[src/rtl/sndbus_pkg.sv]
// Package: sndbus_pkg
// Types shared by the sound-generator bus bridge. An access descriptor
// carries the qualified decode result from the decoder to the registers.
package sndbus_pkg;

    // Qualified decode result for one sampled bus state.
    typedef struct packed {
        logic hit;   // qualified access inside the peripheral window
        logic wr;    // that access is a write
    } snd_acc_t;

    // Bus direction encoding of the processor read/write line.
    localparam logic BUS_READ  = 1'b1;
    localparam logic BUS_WRITE = 1'b0;

endpackage

[src/rtl/sndbus_addr_match.sv]
// Module: sndbus_addr_match
// Combinational decode of the processor bus. It flags a qualified access
// when the address lies in the window BASE..BASE+2**IGNORE_BITS-1. A
// qualified access also needs the valid-address flag and the second clock
// phase to be high. The ignored low bits make every address in the window a
// mirror.
// Assumes: BASE is aligned to 2**IGNORE_BITS, IGNORE_BITS < ADDR_W.
module sndbus_addr_match
    import sndbus_pkg::*;
#(
    parameter int unsigned ADDR_W      = 16,
    parameter int unsigned IGNORE_BITS = 9,
    parameter logic [ADDR_W-1:0] BASE  = 16'h2000
) (
    input  logic [ADDR_W-1:0] addr,
    input  logic              rw,
    input  logic              vma,
    input  logic              phi2,
    output snd_acc_t          acc
);

    logic in_window;
    logic qualified;

    // Choose the compare form: full-width match or masked match.
    generate
        if (IGNORE_BITS == 0) begin : g_full_cmp
            // Compare every address bit when nothing is ignored.
            always_comb in_window = (addr == BASE);
        end else begin : g_masked_cmp
            localparam logic [ADDR_W-1:0] LOW_ONES =
                ADDR_W'((64'd1 << IGNORE_BITS) - 64'd1);
            localparam logic [ADDR_W-1:0] KEEP_MASK = ~LOW_ONES;
            // Compare only the kept upper bits against the base.
            always_comb in_window = (((addr ^ BASE) & KEEP_MASK) == '0);
        end
    endgenerate

    // An address match counts only with a valid address in phase two.
    always_comb qualified = vma & phi2;

    // Build the descriptor passed to the registered stages.
    always_comb begin
        acc.hit = in_window & qualified;
        acc.wr  = in_window & qualified & (rw == BUS_WRITE);
    end

endmodule

[src/rtl/sndbus_strobe_gen.sv]
// Module: sndbus_strobe_gen
// Registers the active-low chip select and write strobe toward the sound
// generator from the decode descriptor. The write strobe can fall only
// together with the select, because a read never raises the write flag.
// Assumes: synchronous active-low reset, outputs idle high.
module sndbus_strobe_gen
    import sndbus_pkg::*;
(
    input  logic     clk,
    input  logic     rst_n,
    input  snd_acc_t acc,
    output logic     ce_n,
    output logic     we_n
);

    // Register both strobes; reset parks them inactive.
    always_ff @(posedge clk) begin
        if (!rst_n) begin
            ce_n <= 1'b1;
            we_n <= 1'b1;
        end else begin
            ce_n <= ~acc.hit;
            we_n <= ~(acc.hit & acc.wr);
        end
    end

endmodule

[src/rtl/sndbus_ready_stretch.sv]
// Module: sndbus_ready_stretch
// Drives the processor's memory-ready line. It falls on the same edge as the
// select when the generator is not ready. It stays low while the selected
// access continues without ready, and it rises one edge after ready returns.
// Assumes: peripheral ready is synchronous to clk or already synchronised.
module sndbus_ready_stretch
    import sndbus_pkg::*;
(
    input  logic     clk,
    input  logic     rst_n,
    input  snd_acc_t acc,
    input  logic     per_ready,
    output logic     mem_ready
);

    logic stall_req;

    // A stall is wanted only for a selected access with the peripheral busy.
    always_comb stall_req = acc.hit & ~per_ready;

    // Register memory-ready; it is high when idle and after reset.
    always_ff @(posedge clk) begin
        if (!rst_n) begin
            mem_ready <= 1'b1;
        end else begin
            mem_ready <= ~stall_req;
        end
    end

endmodule

[src/rtl/sndbus_data_latch.sv]
// Module: sndbus_data_latch
// Captures the processor write data on a selected write. It then holds the
// byte on the generator's data pins until the next such write, so the
// generator sees stable data across its setup and hold window.
// Assumes: synchronous active-low reset clears the byte.
module sndbus_data_latch
    import sndbus_pkg::*;
#(
    parameter int unsigned DATA_W = 8
) (
    input  logic              clk,
    input  logic              rst_n,
    input  snd_acc_t          acc,
    input  logic [DATA_W-1:0] wdata,
    output logic [DATA_W-1:0] per_data
);

    logic load_en;

    // Load only on a qualified write inside the window.
    always_comb load_en = acc.hit & acc.wr;

    // Hold register for the generator data inputs.
    always_ff @(posedge clk) begin
        if (!rst_n) begin
            per_data <= '0;
        end else if (load_en) begin
            per_data <= wdata;
        end
    end

endmodule

[src/rtl/sndbus_wr_bridge.sv]
// Module: sndbus_wr_bridge
// Top of the processor-bus to sound-generator write bridge. It joins the
// qualified address decoder, the strobe registers, the ready/stretch
// register and the data latch. Every output is one register away from the
// bus inputs.
// Assumes: bus inputs are stable around the rising edge of clk.
module sndbus_wr_bridge
    import sndbus_pkg::*;
#(
    parameter int unsigned ADDR_W      = 16,
    parameter int unsigned DATA_W      = 8,
    parameter int unsigned IGNORE_BITS = 9,
    parameter logic [ADDR_W-1:0] BASE  = 16'h2000
) (
    input  logic              clk,
    input  logic              rst_n,
    input  logic [ADDR_W-1:0] cpu_addr,
    input  logic              cpu_rw,
    input  logic              cpu_vma,
    input  logic              cpu_phi2,
    input  logic [DATA_W-1:0] cpu_wdata,
    input  logic              snd_ready,
    output logic              snd_ce_n,
    output logic              snd_we_n,
    output logic [DATA_W-1:0] snd_data,
    output logic              cpu_mem_ready
);

    snd_acc_t acc;

    // Qualified window decode.
    sndbus_addr_match #(
        .ADDR_W      (ADDR_W),
        .IGNORE_BITS (IGNORE_BITS),
        .BASE        (BASE)
    ) i_match (
        .addr (cpu_addr),
        .rw   (cpu_rw),
        .vma  (cpu_vma),
        .phi2 (cpu_phi2),
        .acc  (acc)
    );

    // Chip select and write strobe registers.
    sndbus_strobe_gen i_strobe (
        .clk   (clk),
        .rst_n (rst_n),
        .acc   (acc),
        .ce_n  (snd_ce_n),
        .we_n  (snd_we_n)
    );

    // Bus-cycle stretch toward the processor clock stage.
    sndbus_ready_stretch i_stretch (
        .clk       (clk),
        .rst_n     (rst_n),
        .acc       (acc),
        .per_ready (snd_ready),
        .mem_ready (cpu_mem_ready)
    );

    // Write data hold register.
    sndbus_data_latch #(
        .DATA_W (DATA_W)
    ) i_latch (
        .clk      (clk),
        .rst_n    (rst_n),
        .acc      (acc),
        .wdata    (cpu_wdata),
        .per_data (snd_data)
    );

endmodule

[config.mk]
export PLATFORM = sky130hd
export DESIGN_NAME = sndbus_wr_bridge
export DESIGN_NICKNAME = d
export VERILOG_FILES = /design/src/rtl/sndbus_pkg.sv /design/src/rtl/sndbus_addr_match.sv /design/src/rtl/sndbus_strobe_gen.sv /design/src/rtl/sndbus_ready_stretch.sv /design/src/rtl/sndbus_data_latch.sv /design/src/rtl/sndbus_wr_bridge.sv
export SDC_FILE = /design/constraint.sdc
export NUM_CORES = 1
export LEC_CHECK = 0
export ABC_AREA = 1
export CELL_PAD_IN_SITES_DETAIL_PLACEMENT = 1
export CELL_PAD_IN_SITES_GLOBAL_PLACEMENT = 1
export CORE_MARGIN = 8
export CORE_UTILIZATION = 37
export DETAILED_ROUTE_END_ITERATION = 6
export DONT_BUFFER_PORTS = 1
export PLACE_DENSITY_LB_ADDON = 0.1
export SLEW_MARGIN = 20
export SYNTH_ARGS = -nofsm -noshare
export SYNTH_HDL_FRONTEND = slang
export SYNTH_SLANG_ARGS = --single-unit
[constraint.sdc]
create_clock -name clk -period 0.9 [get_ports clk]
set_input_delay 0 -clock clk [delete_from_list [all_inputs] [get_ports clk]]
set_output_delay 0 -clock clk [all_outputs]
set_load 0.02 [all_outputs]
==> Word-level counts from Yosys, hierarchy flattened <==
Cells that the tools add are included.
{ "totals": {"wordCells": 16, "out_inout_bits": 11, "register_bits": 11, "in_bits": 30} }
{ "classes": {"bitwise_logic": 11, "reduce_logical": 1} }
{ "ops": {"columns": ["cell", "n"], "rows": [
  ["$logic_not A16 Y1", 1],
  ["$not A1 Y1", 6],
  ["$and A1 B1 Y1", 5]
]} }

==> Longest topological paths before layout <==
{ "logic_depth": {"depth_word": 6, "ltp_mapped": 7, "mapped_depth_nobuf": 7} }

==> Modules after synthesis <==
A second synthesis with hierarchy kept.
{ "hier_totals": {"cells_unflattened": 70, "hier_area_um2": 486.7} }
{ "modules_own_cells": {"columns": ["mod", "cells_per_inst", "seq_area_each_um2", "area_each_um2", "instances"], "rows": [
  ["sndbus_data_latch", 51, 160.2, 347.8, 1],
  ["sndbus_addr_match", 12, 0.0, 56.3, 1],
  ["sndbus_strobe_gen", 4, 40.0, 48.8, 1],
  ["sndbus_ready_stretch", 3, 20.0, 33.8, 1]
]} }

==> Worst setup path before layout <==
OpenSTA, ideal clock, no wires.
{ "synth_timing": {"kind": "in2reg", "start": "in cpu_addr[15]", "end": "reg i_stretch.mem_ready", "n_path_buf": 1, "setup_ns": 0.120, "stages": 6, "path_slack_ns": 0.142, "arrival_time_ns": 0.638, "required_ns": 0.780, "path_cell_list": "nor2_1 > nand2_1 > nor2_4 > buf_6 > nand3_4 > or2_1"} }
{ "synth_via": {"elab_chain_len": 4} }
{ "synth_lines": {"columns": ["item", "line", "text"], "rows": [
  ["from (decl)", "sndbus_wr_bridge.sv:17", "input logic [ADDR_W-1:0] cpu_addr,"],
  ["$logic_not A16 Y1", "sndbus_addr_match.sv:35", "always_comb in_window = (((addr ^ BASE) & KEEP_MASK) == '0);"],
  ["$and A1 B1 Y1", "sndbus_addr_match.sv:44", "acc.hit = in_window & qualified;"],
  ["$and A1 B1 Y1", "sndbus_ready_stretch.sv:19", "always_comb stall_req = acc.hit & ~per_ready;"],
  ["$not A1 Y1", "sndbus_ready_stretch.sv:26", "mem_ready <= ~stall_req;"],
  ["to (signal assigned)", "sndbus_ready_stretch.sv:26", null],
  ["to (decl)", "sndbus_ready_stretch.sv:13", "output logic mem_ready"]
]} }
Every way passes these cells.
A chain may end at the register's enable or synchronous reset.

==> Final worst setup path <==
{ "layout_timing": {"start": "reg i_latch.per_data[6]", "end": "out snd_data[6]"} }
{ "layout_rtl": {"columns": ["item", "line", "text"], "rows": [
  ["from (decl)", "sndbus_data_latch.sv:15", "output logic [DATA_W-1:0] per_data"],
  ["from (signal assigned)", "sndbus_data_latch.sv:28", "per_data <= wdata;"],
  ["to (decl)", "sndbus_wr_bridge.sv:25", "output logic [DATA_W-1:0] snd_data,"]
]} }
No word-level cell between the ends.

==> impl_metrics.env <==
export IMPL_drc=0
export IMPL_outcome="complete, but fails checks"
export IMPL_min_path_cells=1
export IMPL_cp_end_kind="output port"
export IMPL_finalClockSkew_ns=0
export IMPL_clock_fmax_ghz=1.36
export IMPL_grt_pass1_vias=512
export IMPL_antenna_found_initial=0
export IMPL_maxCapViolCount=0
export IMPL_path_buf_inv=1
export IMPL_diodes=0
export IMPL_ctsHtreeMaxLevel=1
export IMPL_initialDrtViolationCount=1
export IMPL_synth_main_ff_cell="dfxtp_1"
export IMPL_cp_cell_sequence="buf_4"
export IMPL_drt_wl_total_um=1280
export IMPL_slew_violations=0
export IMPL_clk_pin_slew_ns=0.07
export IMPL_fp_dieH_um=55.3
export IMPL_seqCellArea_um2=220
export IMPL_yosys_warnings=0
export IMPL_clkLatencyLatePin_ns=0.26
export IMPL_cts_tree="yes"
export IMPL_period_share_pct=81.7
export IMPL_dpl_hpwl_um=1080
export IMPL_irDropWorstVdd_uv=532
export IMPL_crit_path_top_delay_cell="dfxtp_1"
export IMPL_total_power_w=0.000879
export IMPL_start_kind="flop"
export IMPL_cts_root_buf="clkbuf_4"
export IMPL_synth_area_um2=571
export IMPL_hp_start="rst_n"
export IMPL_synth_edf_count=0
export IMPL_slew_headroom_pct=85.5
export IMPL_drive_above_1_share_pct=21.6
export IMPL_r2r_slack_ns=0.27
export IMPL_r2r_start="i_latch.per_data[6]"
export IMPL_dr_pass1_iters=3
export IMPL_synth_common_cells="inv_1, nand2_1, dfxtp_1"
export IMPL_p_per_area_nw_per_um2=1240
export IMPL_viasPerCell=4.47
export IMPL_initial_core_util_pct=38.8
export IMPL_tightest_slew_ns=0.217
export IMPL_grt_pass1_wl_um=2220
export IMPL_synthCells=82
export IMPL_finalCriticalPeriod_ns=0.735
export IMPL_gp_congestion=0.623
export IMPL_ys_seq_elements=11
export IMPL_wire_per_inst_um=11.3
export IMPL_async_reset_ff_share_pct=0
export IMPL_yosysSeqAreaShare_pct=38.6
export IMPL_setup_viol=0
export IMPL_power_leakage_nw=0.355
export IMPL_dieArea_um2=3050
export IMPL_r2r_end="i_latch.per_data[6]"
export IMPL_grt_ovfl_total=0
export IMPL_core_area_um2=1470
export IMPL_grt_use_total_pct=8.51
export IMPL_min_to="i_strobe.ce_n"
export IMPL_cp_required_ns=0.90
export IMPL_cts_hold_buffers=1
export IMPL_multi_input_area_um2=223
export IMPL_nFillCells=207
export IMPL_via_count=505
export IMPL_cpPeakStageDelay_ns=0.34
export IMPL_arrival_ns=0.74
export IMPL_num_rows=14
export IMPL_nets=128
export IMPL_rsz0062_at_grt="no"
export IMPL_port_buffers=0
export IMPL_place_area_um2=671
export IMPL_hold_viol=11
export IMPL_violations="hold timing"
export IMPL_r2r_cells=4
export IMPL_synthTopCellsByArea="dfxtp_1, inv_1, nand2_1, nand4_1, nor2_1"
export IMPL_synth_top_cell_area_share_pct=38.6
export IMPL_synth_cell_types=14
export IMPL_cts_sinks=11
export IMPL_hold_ws_ns=-0.186
export IMPL_clockBufferDepth=2
export IMPL_crit_type="reg -> out"
export IMPL_setup_tns_ns=0
export IMPL_finalInstanceArea_um2=707
export IMPL_min_path_type="in -> reg"
export IMPL_area_delta_synth_final_pct=23.9
export IMPL_avgSynthCellArea_um2=6.96
export IMPL_cts_buffers=3
export IMPL_yosysMostFrequentCell="inv_1"
export IMPL_grt_max_degree=11
export IMPL_die_w_um=55.3
export IMPL_yosys_area_top_type="dfxtp_1"
export IMPL_antenna_left=0
export IMPL_synth_nets=112
export IMPL_cp_max_fo=2
export IMPL_num_io_pins=41
export IMPL_cpLargestDelayFamily="flip-flops"
==> worst max-delay path by stage <==
stage	start	end	depth (start not counted)	slack, ns
2_1_floorplan	cpu_addr[15]	i_stretch.mem_ready	6	0.14
3_3_place_gp	cpu_addr[15]	i_stretch.mem_ready	6	0.08
3_5_place_dp	cpu_addr[12]	i_latch.per_data[6]	7	0.06
4_1_cts	i_latch.per_data[0]	snd_data[0]	1	0.15
5_1_grt	i_latch.per_data[7]	snd_data[7]	1	0.12
6_report	i_latch.per_data[6]	snd_data[6]	1	0.16
==> report_power, final <==
group          switching, W  internal, W   total, W
clock network      0.000161     0.000171   0.000332
registers       0.000000370     0.000487   0.000487
logic             0.0000325    0.0000267  0.0000592
==> sequential cells by signal, summed over array words and instances (netlist names) <==
name                 count
i_strobe.ce_n            1
i_stretch.mem_ready      1
i_latch.per_data         8
i_strobe.we_n            1
==> per-layer routing <==
layer | track usage (%) | wire length [um]
met1 | 9.72 | 542
met2 | 13.1 | 626
met3 | 4.34 | 99
met4 | 3.17 | 7
met5 | 0 | 0
==> final cells by class <==
| class | instances | area share (%) |
|---|---|---|
| flip-flops and latches | 11 | 31.2 |
| inverters | 26 | 13.8 |
| clock buffers | 4 | 3.72 |
| multi-input cells | 42 | 31.5 |
| repair buffers | 14 | 17.0 |
| well taps | 16 | 2.83 |
==> worst reg2reg max path: cells and delay by family (launching register included) <==
family | cells | cell delay (ns)
flip-flops | 1 | 0.34
buffers and inverters | 2 | 0.09
AND/OR/NAND/NOR | 2 | 0.15
==> through the flow <==
stage	hold slack (ns)	worst slack, ns	std cells	util (%)
detailed placement	0.0853	0.0583	108	45.6
global route	-0.200	0.117	113	48.0
finish	-0.186	0.165	113	48.0
floorplan	0.0998	0.142	82	-
global placement	0.0840	0.0794	108	45.6
CTS	-0.193	0.145	113	48.0
==> cell families after synthesis <==
logic type    share of synthesized area, %
buf+inv                               22.4
simple gates                          39.0
flops                                 38.6
==> repair_timing <==
action	4_1_cts	5_1_grt
setup buffers	0	0
endpoints found under the hold margin	11	11
gates resized for setup	0	0
==> layout by cell type, fill, tap and decap left out, drive strengths merged <==
| master | Yosys | routed |
|---|---|---|
| dlygate4sd3 | 0 | 1 |
| nand2 | 18 | 18 |
| inv | 25 | 25 |
| clkinv | 1 | 1 |
| nor2 | 11 | 11 |
| or2 | 1 | 1 |
| buf | 3 | 13 |
| nor3 | 1 | 1 |
| clkbuf | 0 | 4 |
| dfxtp | 11 | 11 |
| nand3 | 2 | 2 |
| nand4 | 9 | 9 |
(Power assumes the default switching activity.)
